[src/rtl/rc6w_pkg.sv]
package rc6w_pkg;

    typedef enum logic [3:0] {
        ST_IDLE,
        ST_LD_B,
        ST_LD_C,
        ST_LD_D,
        ST_WH_B,
        ST_WH_D,
        ST_RND_A,
        ST_RND_C,
        ST_FIN_A,
        ST_FIN_C,
        ST_DONE
    } rc6w_state_e;

    typedef enum logic [3:0] {
        OP_HOLD,
        OP_LD_A,
        OP_LD_B,
        OP_LD_C,
        OP_LD_D,
        OP_ADD_B,
        OP_ADD_D,
        OP_HALF_A,
        OP_HALF_C,
        OP_ADD_A,
        OP_ADD_C
    } rc6w_op_e;

endpackage

[src/rtl/rc6w_mix.sv]
// Quadratic mixing: f(x) = rotl(x*(2x+1) mod 2^W, lg W)
module rc6w_mix #(
    parameter int W = 16
) (
    input  logic [W-1:0] x,
    output logic [W-1:0] f
);
    localparam int LGW = $clog2(W);

    logic [W-1:0] odd;
    logic [W-1:0] prod;

    always_comb begin
        odd  = {x[W-2:0], 1'b1};
        prod = x * odd;
        f    = {prod[W-1-LGW:0], prod[W-1:W-LGW]};
    end
endmodule

[src/rtl/rc6w_ctrl.sv]
module rc6w_ctrl
    import rc6w_pkg::*;
#(
    parameter int R = 20
) (
    input  logic     clk,
    input  logic     rst,
    input  logic     start,
    output rc6w_op_e op,
    output logic     ready,
    output logic     busy
);
    localparam int RW = (R > 1) ? $clog2(R) : 1;
    localparam logic [RW-1:0] LAST_RND = RW'(R - 1);

    rc6w_state_e state, state_nx;
    logic [RW-1:0] rnd;

    // state register
    always_ff @(posedge clk or posedge rst) begin
        if (rst) state <= ST_IDLE;
        else     state <= state_nx;
    end

    // round counter: cleared during pre-whitening, advanced per full round
    always_ff @(posedge clk or posedge rst) begin
        if (rst)                    rnd <= '0;
        else if (state == ST_WH_D)  rnd <= '0;
        else if (state == ST_RND_C) rnd <= rnd + 1'b1;
    end

    // next state
    always_comb begin
        state_nx = state;
        unique case (state)
            ST_IDLE:  if (start) state_nx = ST_LD_B;
            ST_LD_B:  state_nx = ST_LD_C;
            ST_LD_C:  state_nx = ST_LD_D;
            ST_LD_D:  state_nx = ST_WH_B;
            ST_WH_B:  state_nx = ST_WH_D;
            ST_WH_D:  state_nx = ST_RND_A;
            ST_RND_A: state_nx = ST_RND_C;
            ST_RND_C: state_nx = (rnd == LAST_RND) ? ST_FIN_A : ST_RND_A;
            ST_FIN_A: state_nx = ST_FIN_C;
            ST_FIN_C: state_nx = ST_DONE;
            ST_DONE:  if (start) state_nx = ST_LD_B;
            default:  state_nx = ST_IDLE;
        endcase
    end

    // outputs decoded from state
    always_comb begin
        op    = OP_HOLD;
        ready = 1'b0;
        busy  = 1'b1;
        unique case (state)
            ST_IDLE: begin
                busy = 1'b0;
                if (start) op = OP_LD_A;
            end
            ST_LD_B:  op = OP_LD_B;
            ST_LD_C:  op = OP_LD_C;
            ST_LD_D:  op = OP_LD_D;
            ST_WH_B:  op = OP_ADD_B;
            ST_WH_D:  op = OP_ADD_D;
            ST_RND_A: op = OP_HALF_A;
            ST_RND_C: op = OP_HALF_C;
            ST_FIN_A: op = OP_ADD_A;
            ST_FIN_C: op = OP_ADD_C;
            ST_DONE: begin
                busy  = 1'b0;
                ready = 1'b1;
                if (start) op = OP_LD_A;
            end
            default: busy = 1'b0;
        endcase
    end
endmodule

[src/rtl/rc6w_dpath.sv]
module rc6w_dpath
    import rc6w_pkg::*;
#(
    parameter int W = 16
) (
    input  logic         clk,
    input  logic         rst,
    input  rc6w_op_e     op,
    input  logic [W-1:0] din,
    output logic [W-1:0] a_q,
    output logic [W-1:0] b_q,
    output logic [W-1:0] c_q,
    output logic [W-1:0] d_q
);
    localparam int LGW = $clog2(W);

    function automatic logic [W-1:0] rotv(input logic [W-1:0] v, input logic [LGW-1:0] s);
        rotv = (v << s) | (v >> (W - int'(s)));
    endfunction

    // mixing of B (index 0 -> t) and D (index 1 -> u)
    logic [W-1:0] mix_in  [2];
    logic [W-1:0] mix_out [2];

    assign mix_in[0] = b_q;
    assign mix_in[1] = d_q;

    for (genvar g = 0; g < 2; g++) begin : g_mix
        rc6w_mix #(.W(W)) u_mix (.x(mix_in[g]), .f(mix_out[g]));
    end

    logic [W-1:0] t_w, u_w, a_half, c_half;

    always_comb begin
        t_w    = mix_out[0];
        u_w    = mix_out[1];
        a_half = rotv(a_q ^ t_w, u_w[LGW-1:0]) + din;
        c_half = rotv(c_q ^ u_w, t_w[LGW-1:0]) + din;
    end

    always_ff @(posedge clk or posedge rst) begin
        if (rst) begin
            a_q <= '0;
            b_q <= '0;
            c_q <= '0;
            d_q <= '0;
        end else begin
            unique case (op)
                OP_LD_A:   a_q <= din;
                OP_LD_B:   b_q <= din;
                OP_LD_C:   c_q <= din;
                OP_LD_D:   d_q <= din;
                OP_ADD_B:  b_q <= b_q + din;
                OP_ADD_D:  d_q <= d_q + din;
                OP_HALF_A: a_q <= a_half;
                OP_HALF_C: begin
                    a_q <= b_q;
                    b_q <= c_half;
                    c_q <= d_q;
                    d_q <= a_q;
                end
                OP_ADD_A:  a_q <= a_q + din;
                OP_ADD_C:  c_q <= c_q + din;
                default: ;
            endcase
        end
    end
endmodule

[src/rtl/rc6w_enc.sv]
module rc6w_enc #(
    parameter int W = 16,
    parameter int R = 20
) (
    input  logic         clk,
    input  logic         rst,
    input  logic         start,
    input  logic [W-1:0] din,
    output logic         ready,
    output logic [W-1:0] ct_a,
    output logic [W-1:0] ct_b,
    output logic [W-1:0] ct_c,
    output logic [W-1:0] ct_d
);
    import rc6w_pkg::*;

    rc6w_op_e     op;
    logic         busy;
    logic [W-1:0] a_q, b_q, c_q, d_q;

    rc6w_ctrl #(.R(R)) u_ctrl (
        .clk(clk), .rst(rst), .start(start),
        .op(op), .ready(ready), .busy(busy)
    );

    rc6w_dpath #(.W(W)) u_dpath (
        .clk(clk), .rst(rst), .op(op), .din(din),
        .a_q(a_q), .b_q(b_q), .c_q(c_q), .d_q(d_q)
    );

    assign ct_a = ready ? a_q : '0;
    assign ct_b = ready ? b_q : '0;
    assign ct_c = ready ? c_q : '0;
    assign ct_d = ready ? d_q : '0;
endmodule

[config.mk]
export PLATFORM = sky130hd
export DESIGN_NAME = rc6w_enc
export DESIGN_NICKNAME = d
export VERILOG_FILES = /design/src/rtl/rc6w_pkg.sv /design/src/rtl/rc6w_mix.sv /design/src/rtl/rc6w_ctrl.sv /design/src/rtl/rc6w_dpath.sv /design/src/rtl/rc6w_enc.sv
export SDC_FILE = /design/constraint.sdc
export NUM_CORES = 1
export LEC_CHECK = 0
export BUFFER_PORTS_ARGS = -buffer_cell sky130_fd_sc_hd__buf_2
export CELL_PAD_IN_SITES_DETAIL_PLACEMENT = 1
export CELL_PAD_IN_SITES_GLOBAL_PLACEMENT = 1
export CORE_MARGIN = 1.5
export CORE_UTILIZATION = 53
export CTS_CLUSTER_DIAMETER = 60
export DETAILED_ROUTE_END_ITERATION = 8
export PLACE_DENSITY = 0.91
export SETUP_SLACK_MARGIN = 0.15
export SLEW_MARGIN = 20
export SYNTH_ARGS = -nofsm -noshare
export SYNTH_HDL_FRONTEND = slang
export SYNTH_HIERARCHICAL = 1
export SYNTH_SLANG_ARGS = --single-unit
[constraint.sdc]
create_clock -name clk -period 16.2 [get_ports clk]
set_clock_uncertainty 0.05 [all_clocks]
set_input_delay 0.81 -clock clk [delete_from_list [all_inputs] [get_ports clk]]
set_output_delay 0.81 -clock clk [all_outputs]
set_load 0.01 [all_outputs]
; Word-level counts from Yosys, hierarchy flattened
; Index checks and enable logic that the tools add are counted.
[word_totals]
regBits = 73
latchBits = 0
ramBits = 0
mem_bits_ro = 0
elab_cells = 70
memories = 0
[classes]
n_addsub = 9
multipliers = 2
div_mod_pow = 0
magnitude_cmp = 0
n_eq_ne = 22
shifts = 4
mux = 16
bitwise_logic = 4
n_reduce_logical = 7
[ops]
columns = operator, n
row1 = one-hot mux 16 bit (3 select lines), 3
row2 = adder 16 bit, 6
row3 = one-hot mux 4 bit (10 select lines), 2
row4 = 2-to-1 mux 16 bit, 4
row5 = one-hot mux 16 bit (4 select lines), 1
row6 = >> shifter 16 x 32 -> 16 bit, 2
row7 = == test 4 x 3 -> 1 bit (second input constant), 8
row8 = multiplier 16 x 16 -> 16 bit, 2
row9 = OR 16 bit, 2
row10 = left shift 16 x 4 -> 16 bit, 2
row11 = XOR 16 bit, 2
row12 = == test 4 bit (second input constant), 6
row13 = == test 4 x 2 -> 1 bit (second input constant), 4
row14 = subtractor 5 x 4 -> 6 bit (first input constant), 2
row15 = 2-to-1 mux 5 bit, 2
row16 = nonzero test 3 bit, 3
row17 = == test 4 x 1 -> 1 bit (second input constant), 2
row18 = 2-to-1 mux 4 bit, 2
row19 = adder 5 x 1 -> 5 bit (second input constant), 1
row20 = == test 5 bit (second input constant), 1
row21 = logical NOT 4 bit, 1
row22 = nonzero test 4 bit, 1
row23 = 2-to-1 mux 1 bit, 2
row24 = != test 2 x 1 -> 1 bit (second input constant), 1
row25 = other kinds (2), 2

; Depth between registers and ports, before layout
; Gate-level depths: netlist of the first run.
[depth]
ltp_word = 6
mapped_depth = 46
ltp_nobuf = 40

; Cells and area by module
; The synthesis of the first run kept the hierarchy.
[modules_own_cells]
columns = module, instances, cells_each, area_per_inst_um2, seq_area_each_um2
row1 = rc6w_dpath, 1, 1290, 9560.4, 1601.5
row2 = rc6w_mix, 2, 355, 3191.8, 0.0
row3 = rc6w_ctrl, 1, 63, 549.3, 225.2
row4 = rc6w_enc, 1, 70, 510.5, 0.0

; Least setup slack after synthesis of the first run
; OpenSTA, ideal clock, no wires.
[synth_timing]
kind = register -> register
from = reg u_dpath.b_q[1]
to = reg u_dpath.b_q[14]
setup_time_ps = 131
arrival_ps = 9324
required_time_ps = 16019
path_slack_ps = 6695
path_stages_with_launch = 39
path_buffers = 6
synth_period_minus_slack_ps = 9505
cell_sequence = dfrtp_1 clkbuf_1 inv_1 nor2_1 fa_1 fa_1 inv_1 fa_1 fa_1 fa_1 fa_1 inv_1 ha_1 a21o_1 a21o_1 nor2_1 xnor2_1 buf_2 (+3 left out) clkbuf_1 buf_2 clkbuf_1 a211oi_1 a211oi_1 a211oi_1 a311oi_1 o21ai_0 fa_1 a21o_1 a21oi_1 nor2b_1 o21a_1 o41ai_2 o21ai_0 o311ai_1 mux2i_1 nand3_1
[synth_via]
elab_chain_cells = 6
elab_cells_between_ends = 8
classes_between = add/sub (3) / mul (1) / shift (2) / mux (1) / bitwise (1)
[synth_rtl]
columns = item, line
row1 = from (decl), rc6w_dpath.sv:11  ; output logic [W-1:0] b_q,
row2 = from (signal assigned), rc6w_dpath.sv:50  ; OP_LD_B: b_q <= din;
row3 = from (signal assigned), rc6w_dpath.sv:53  ; OP_ADD_B: b_q <= b_q + din;
row4 = from (signal assigned), rc6w_dpath.sv:58  ; b_q <= c_half;
row5 = multiplier 16 x 16 -> 16 bit *, rc6w_mix.sv:15  ; prod = x * odd;
row6 = via u_dpath.t_w[1], rc6w_dpath.sv:32  ; logic [W-1:0] t_w, u_w, a_half, c_half;
row7 = subtractor 5 x 4 -> 6 bit, rc6w_dpath.sv:18  ; rotv = (v << s) | (v >> (W - int'(s)));
row8 = >> shifter 16 x 32 -> 16 bit, rc6w_dpath.sv:18
row9 = OR 16 bit *, rc6w_dpath.sv:18
row10 = adder 16 bit *, rc6w_dpath.sv:38  ; c_half = rotv(c_q ^ u_w, t_w[LGW-1:0]) + din;
row11 = one-hot mux 16 bit (3 select lines) *, rc6w_dpath.sv:48  ; unique case (op)
; Mark *: on every way through the listed nets, which the timed path passes. The rest lies on a longest branch.
; A chain may end at the register's enable or synchronous reset.

; Worst setup path in the final report of the first run
; Ends and elaborated chain as after synthesis.

==> impl_metrics.tcl, run 1 <==
set metrics [dict create \
    finalHoldViolations 0 \
    io_buffers 83 \
    r2r-start "u_dpath/b_q[1]" \
    cts_tree "built" \
    grt_start_max_net_pins 65 \
    cts_num_sinks 73 \
    numCtsBuffers 9 \
    nets 2453 \
    cpLargestDelayFamily "adder cells" \
    num_rows 65 \
    hp-class "input pin to asynchronous set/reset pin" \
    syn_inst 2130 \
    critPathSlowestCell "ha_1" \
    grt_pass1_vias 17600 \
    fmax_ghz 0.0889 \
    drc 0 \
    grt_overflow 0 \
    period_share_pct 69.5 \
    maxCapViolCount 0 \
    fillers 3920 \
    arrival_ps 11430 \
    reg2regPathDepth 33 \
    synth_fp_nets 2446 \
    report.final.slew_viol_count 0 \
    areaGrowthSynthToFinish_pct 5.77 \
    viasPerCell 6.53 \
    max_stage_delay_ps 1040 \
    cts_setup_buffers 0 \
    clk_path_buf_depth 2 \
    fp.dieH_um 182 \
    syn-cell-area_mm2 0.0170 \
    worstMarginPinSlew_ps 1040 \
    grtUsageTotal_pct 38.0 \
    dp_hpwl_mm 47.3 \
    wirelength_mm 62.5 \
    layout-drive-gt1-share_pct 13.4 \
    ios 84 \
    relSlewSlack_pct 29.9 \
    wl_per_cell_um 24.6 \
    cts-root-buf "clkbuf_16" \
    die_area_mm2 0.0331 \
    hold_buffers 0 \
    gp_congestion 0.953 \
    setup_viol 0 \
    vias 16600 \
    worst_path_most_repeated_cell "fa_1" \
    die_x_um 182 \
    grt_pass1_wl_mm 97.9 \
    regArea_mm2 0.00183 \
    crit_required_ps 16380 \
    path_buf_inv 5 \
    avgSynthCellArea_um2 7.97 \
    setup.worst_path.end_class "flop" \
    rsz0062_at_grt "no" \
    cts_resized 0 \
    path_max_fanout 37 \
    n_antenna_cell 0 \
    r2r-end "u_dpath/b_q[14]" \
    grt_antenna_before_repair 3 \
    path_clk_slew_ps 70 \
    finalSetupTns_ps 0 \
    ys_warn_count 6 \
    drt_pass1_iterations 5 \
    r2r_setup_slack_ps 4950 \
    final_antenna_net_count 0 \
    insertion_delay_ps 350 \
    crit_type "flop to flop" \
    start_util_pct 53.8 \
    startpoint_type "flop" \
    h-tree-depth 3 \
    period_needed_ps 11250 \
    outcome "finished, final reports clean" \
    multi_input_area_mm2 0.0137 \
    first_iter_violations 1439 \
    fp.coreArea_mm2 0.0316 \
]
-- metal layers --
| layer | up-vias | GRT usage [%] | routed length, µm |
|---|---|---|---|
| met1 | 8306 | 47.5 | 25100 |
| met5 | - | 0 | 0 |
| met3 | 234 | 6.96 | 4820 |
| met2 | 801 | 63.3 | 29400 |
| met4 | 0 | 18.6 | 3120 |
| li1 | 7270 | - | - |
-- placed cells by master (no fill, tap or decap), types with 17 or more instances in the layout --
cell / count
a221oi_1: 48
buf_4: 22
xor2_1: 25
nor3_1: 23
ha_1: 159
mux2i_1: 44
a21oi_1: 140
nand3_1: 25
and2_1: 34
and2_2: 66
buf_2: 83
o211ai_1: 18
xnor2_2: 18
dfrtp_1: 73
xnor2_1: 93
nor2_1: 163
o21ai_0: 110
nand2b_1: 20
a31oi_1: 26
nor2b_1: 20
fa_1: 138
nand2_1: 225
a21o_1: 26
mux2_2: 17
inv_1: 266
a211oi_1: 31
-- flip-flops by register name, summed over array words and instances (netlist names) --
signal        flops
u_dpath/b_q      16
u_dpath/d_q      16
u_ctrl/state      4
u_ctrl/rnd        5
u_dpath/c_q      16
u_dpath/a_q      16
-- stage by stage --
stage | cell area [µm²] | worst slack [ps] | cells | utilization (%) | hold WS, ps
after detailed placement | 17700 | 5190 | 2528 | 56.0 | 465
after CTS | 18000 | 5110 | 2544 | 56.9 | 402
after global placement | 17600 | 5650 | 2527 | 55.9 | 444
after floorplan | 17000 | 6700 | 2130 | - | 424
after global routing | 18000 | 4400 | 2544 | 56.9 | 428
final | 18000 | 4950 | 2544 | 56.9 | 397
-- final cells by class --
class | instances | share of cell area, %
Clock inverter | 5 | 0.313
Sequential cell | 73 | 10.2
Inverter | 271 | 5.66
Timing Repair Buffer | 106 | 3.38
Tap cell | 402 | 2.80
Clock buffer | 11 | 1.30
Multi-Input combinational cell | 1676 | 76.4
-- how the worst max path moves through the flow --
stage                         from         endpoint  cells after the start
floorplan           u_dpath/b_q[1]  u_dpath/b_q[14]                     38
global placement    u_dpath/b_q[1]  u_dpath/b_q[14]                     33
detailed placement  u_dpath/b_q[1]  u_dpath/b_q[14]                     33
CTS                 u_dpath/b_q[1]  u_dpath/b_q[14]                     33
global route        u_dpath/b_q[1]  u_dpath/b_q[14]                     34
finish              u_dpath/b_q[1]  u_dpath/b_q[14]                     33
Power of run 1 is left out: the tool's default activity adds up to more than one toggle a clock period on the data nets, which glitch-free logic cannot reach.
==> run 2: changes to the inputs <==
- CORE_UTILIZATION: 53 -> 49
- PLACE_DENSITY: 0.91 -> 0.85
- clock period: 16.2 -> 10.8 ns (I/O delays scaled with it)
==> run 2 against run 1 <==
Against the previous run: critical path depth is 1 higher; first-iteration DRC count fell by 21%; worst setup slack lost 4500 ps; maximum frequency up 9.1%; global-route usage shrank 2.0 points; utilization is 3.9 points lower; flip-flop and latch count unchanged; wire length rose by 2.1%; die area grew 8.0%; final cell count is 2.9% higher; sequential share of layout area is 0.13 points lower; final area is 1.4% higher; critical path type unchanged.
==> impl_metrics.tcl, run 2 (same netlist as run 1, synthesis figures left out) <==
set metrics [dict create \
    maxCapViolCount 0 \
    wirelength_mm 63.8 \
    dp_hpwl_mm 49.5 \
    die_area_mm2 0.0358 \
    ios 84 \
    period_needed_ps 10320 \
    crit_start "u_dpath/b_q[0]" \
    numCtsBuffers 9 \
    grt_pass1_vias 17300 \
    reg2regPathDepth 34 \
    fp.coreArea_mm2 0.0344 \
    grt_start_max_net_pins 65 \
    outcome "finished, final reports clean" \
    final_common_cell "inv_1" \
    period_share_pct 95.5 \
    path_clk_slew_ps 70 \
    grt_antenna_before_repair 1 \
    start_util_pct 49.4 \
    clk_path_buf_depth 2 \
    worstMarginPinSlew_ps 1010 \
    n_antenna_cell 0 \
    hold_buffers 0 \
    die_x_um 189 \
    max_stage_delay_ps 780 \
    path_max_fanout 13 \
    viasPerCell 6.30 \
    arrival_ps 10510 \
    grt_pass1_wl_mm 99.1 \
    vias 16500 \
    setup.worst_path.end_class "flop" \
    fmax_ghz 0.0969 \
    grt_overflow 0 \
    mostFrequentLayoutCells "inv_1, nand2_1, nor2_1, ha_1, a21oi_1" \
    nets 2473 \
    report.final.slew_viol_count 0 \
    areaGrowthSynthToFinish_pct 7.23 \
    fillers 4272 \
    crit_required_ps 10990 \
    setup_ws_ps 485 \
    rsz0062_at_grt "yes" \
    pre_cts_slack_ps 245 \
    fin_util_pct 53.0 \
    final_antenna_net_count 0 \
    gp_congestion 0.941 \
    first_iter_violations 1131 \
    crit_type "flop to flop" \
    drc 0 \
    num_rows 68 \
    drt_pass1_iterations 6 \
    worst_path_most_repeated_cell "fa_1" \
    startpoint_type "flop" \
    cts_num_sinks 73 \
    insertion_delay_ps 360 \
    setup.worst_path.end "u_dpath/b_q[15]" \
    critPathSlowestCell "xor2_1" \
    r2r-end "u_dpath/b_q[15]" \
    fp.dieH_um 189 \
    cts-root-buf "clkbuf_16" \
    h-tree-depth 3 \
    grtUsageTotal_pct 36.0 \
    setup_viol 0 \
    r2r-start "u_dpath/b_q[0]" \
    finalHoldViolations 0 \
    io_buffers 83 \
    wl_per_cell_um 24.4 \
    r2r_setup_slack_ps 480 \
    layout-drive-gt1-share_pct 14.5 \
    relSlewSlack_pct 32.5 \
    finalSetupTns_ps 0 \
    hp-class "input pin to asynchronous set/reset pin" \
    cts_tree "built" \
]
## run 2: cell types whose count changed in the layout (fill, tap and decap cells not counted), moves of 2 or more
cell and delta:
dfrtp_2 +2, clkinvlp_4 +2, clkbuf_1 -2, dfrtp_1 -2, ha_1 -2, ha_4 +2
buf_4 +19
## run 2: critical path: cells and delay by family, from the launching register on
family | cells | cell delay (ps)
AOI/OAI and AO/OA | 11 | 2730
xor gates and xnor gates | 3 | 1350
adders and majority gates | 9 | 4000
buffers and inverters | 5 | 350
DFF | 1 | 600
and+or+nand+nor | 6 | 1090
## run 2: worst min path at each step
stage	start	to	slack, ps
floorplan	rst	u_ctrl/rnd[0]	320
global placement	u_ctrl/rnd[1]	u_ctrl/rnd[1]	440
detailed placement	u_ctrl/rnd[1]	u_ctrl/rnd[1]	480
CTS	rst	u_ctrl/rnd[3]	110
global route	rst	u_ctrl/rnd[3]	130
finish	rst	u_ctrl/rnd[3]	110
## run 2: repair_timing
item,4_1_cts,5_1_grt
hold endpoints to repair,0,0
endpoints found under the setup margin,0,11
resized for setup,0,8
setup buffers,0,1
## run 2: metal layers
layer / GRT usage, % / share of wire [%] / up-vias
li1: - / - / 7309
met1: 44.9 / 40 / 8192
met2: 60.3 / 48 / 754
met3: 5.41 / 6.7 / 220
met4: 18.7 / 5.6 / 0
met5: 0 / 0 / -
## run 2: layout make-up
class / instances / area, µm² / area share, %
well taps: 455 / 569 / 3.13
multi-input cells: 1676 / 13800 / 75.5
inverters: 271 / 1020 / 5.58
clock buffers: 9 / 225 / 1.24
repair buffers: 126 / 748 / 4.11
clock inverters: 7 / 71.3 / 0.392
flip-flops and latches: 73 / 1830 / 10.0
## run 2: metrics by stage
| step | hold slack (ps) | instance area (µm²) | instances |
|---|---|---|---|
| after detailed placement | 475 | 17900 | 2600 |
| after global placement | 445 | 17900 | 2600 |
| after CTS | 112 | 18200 | 2616 |
| after global routing | 132 | 18200 | 2617 |
| after floorplan | 318 | 17000 | 2130 |
| final | 109 | 18200 | 2617 |
Power of run 2 is left out for the same reason.
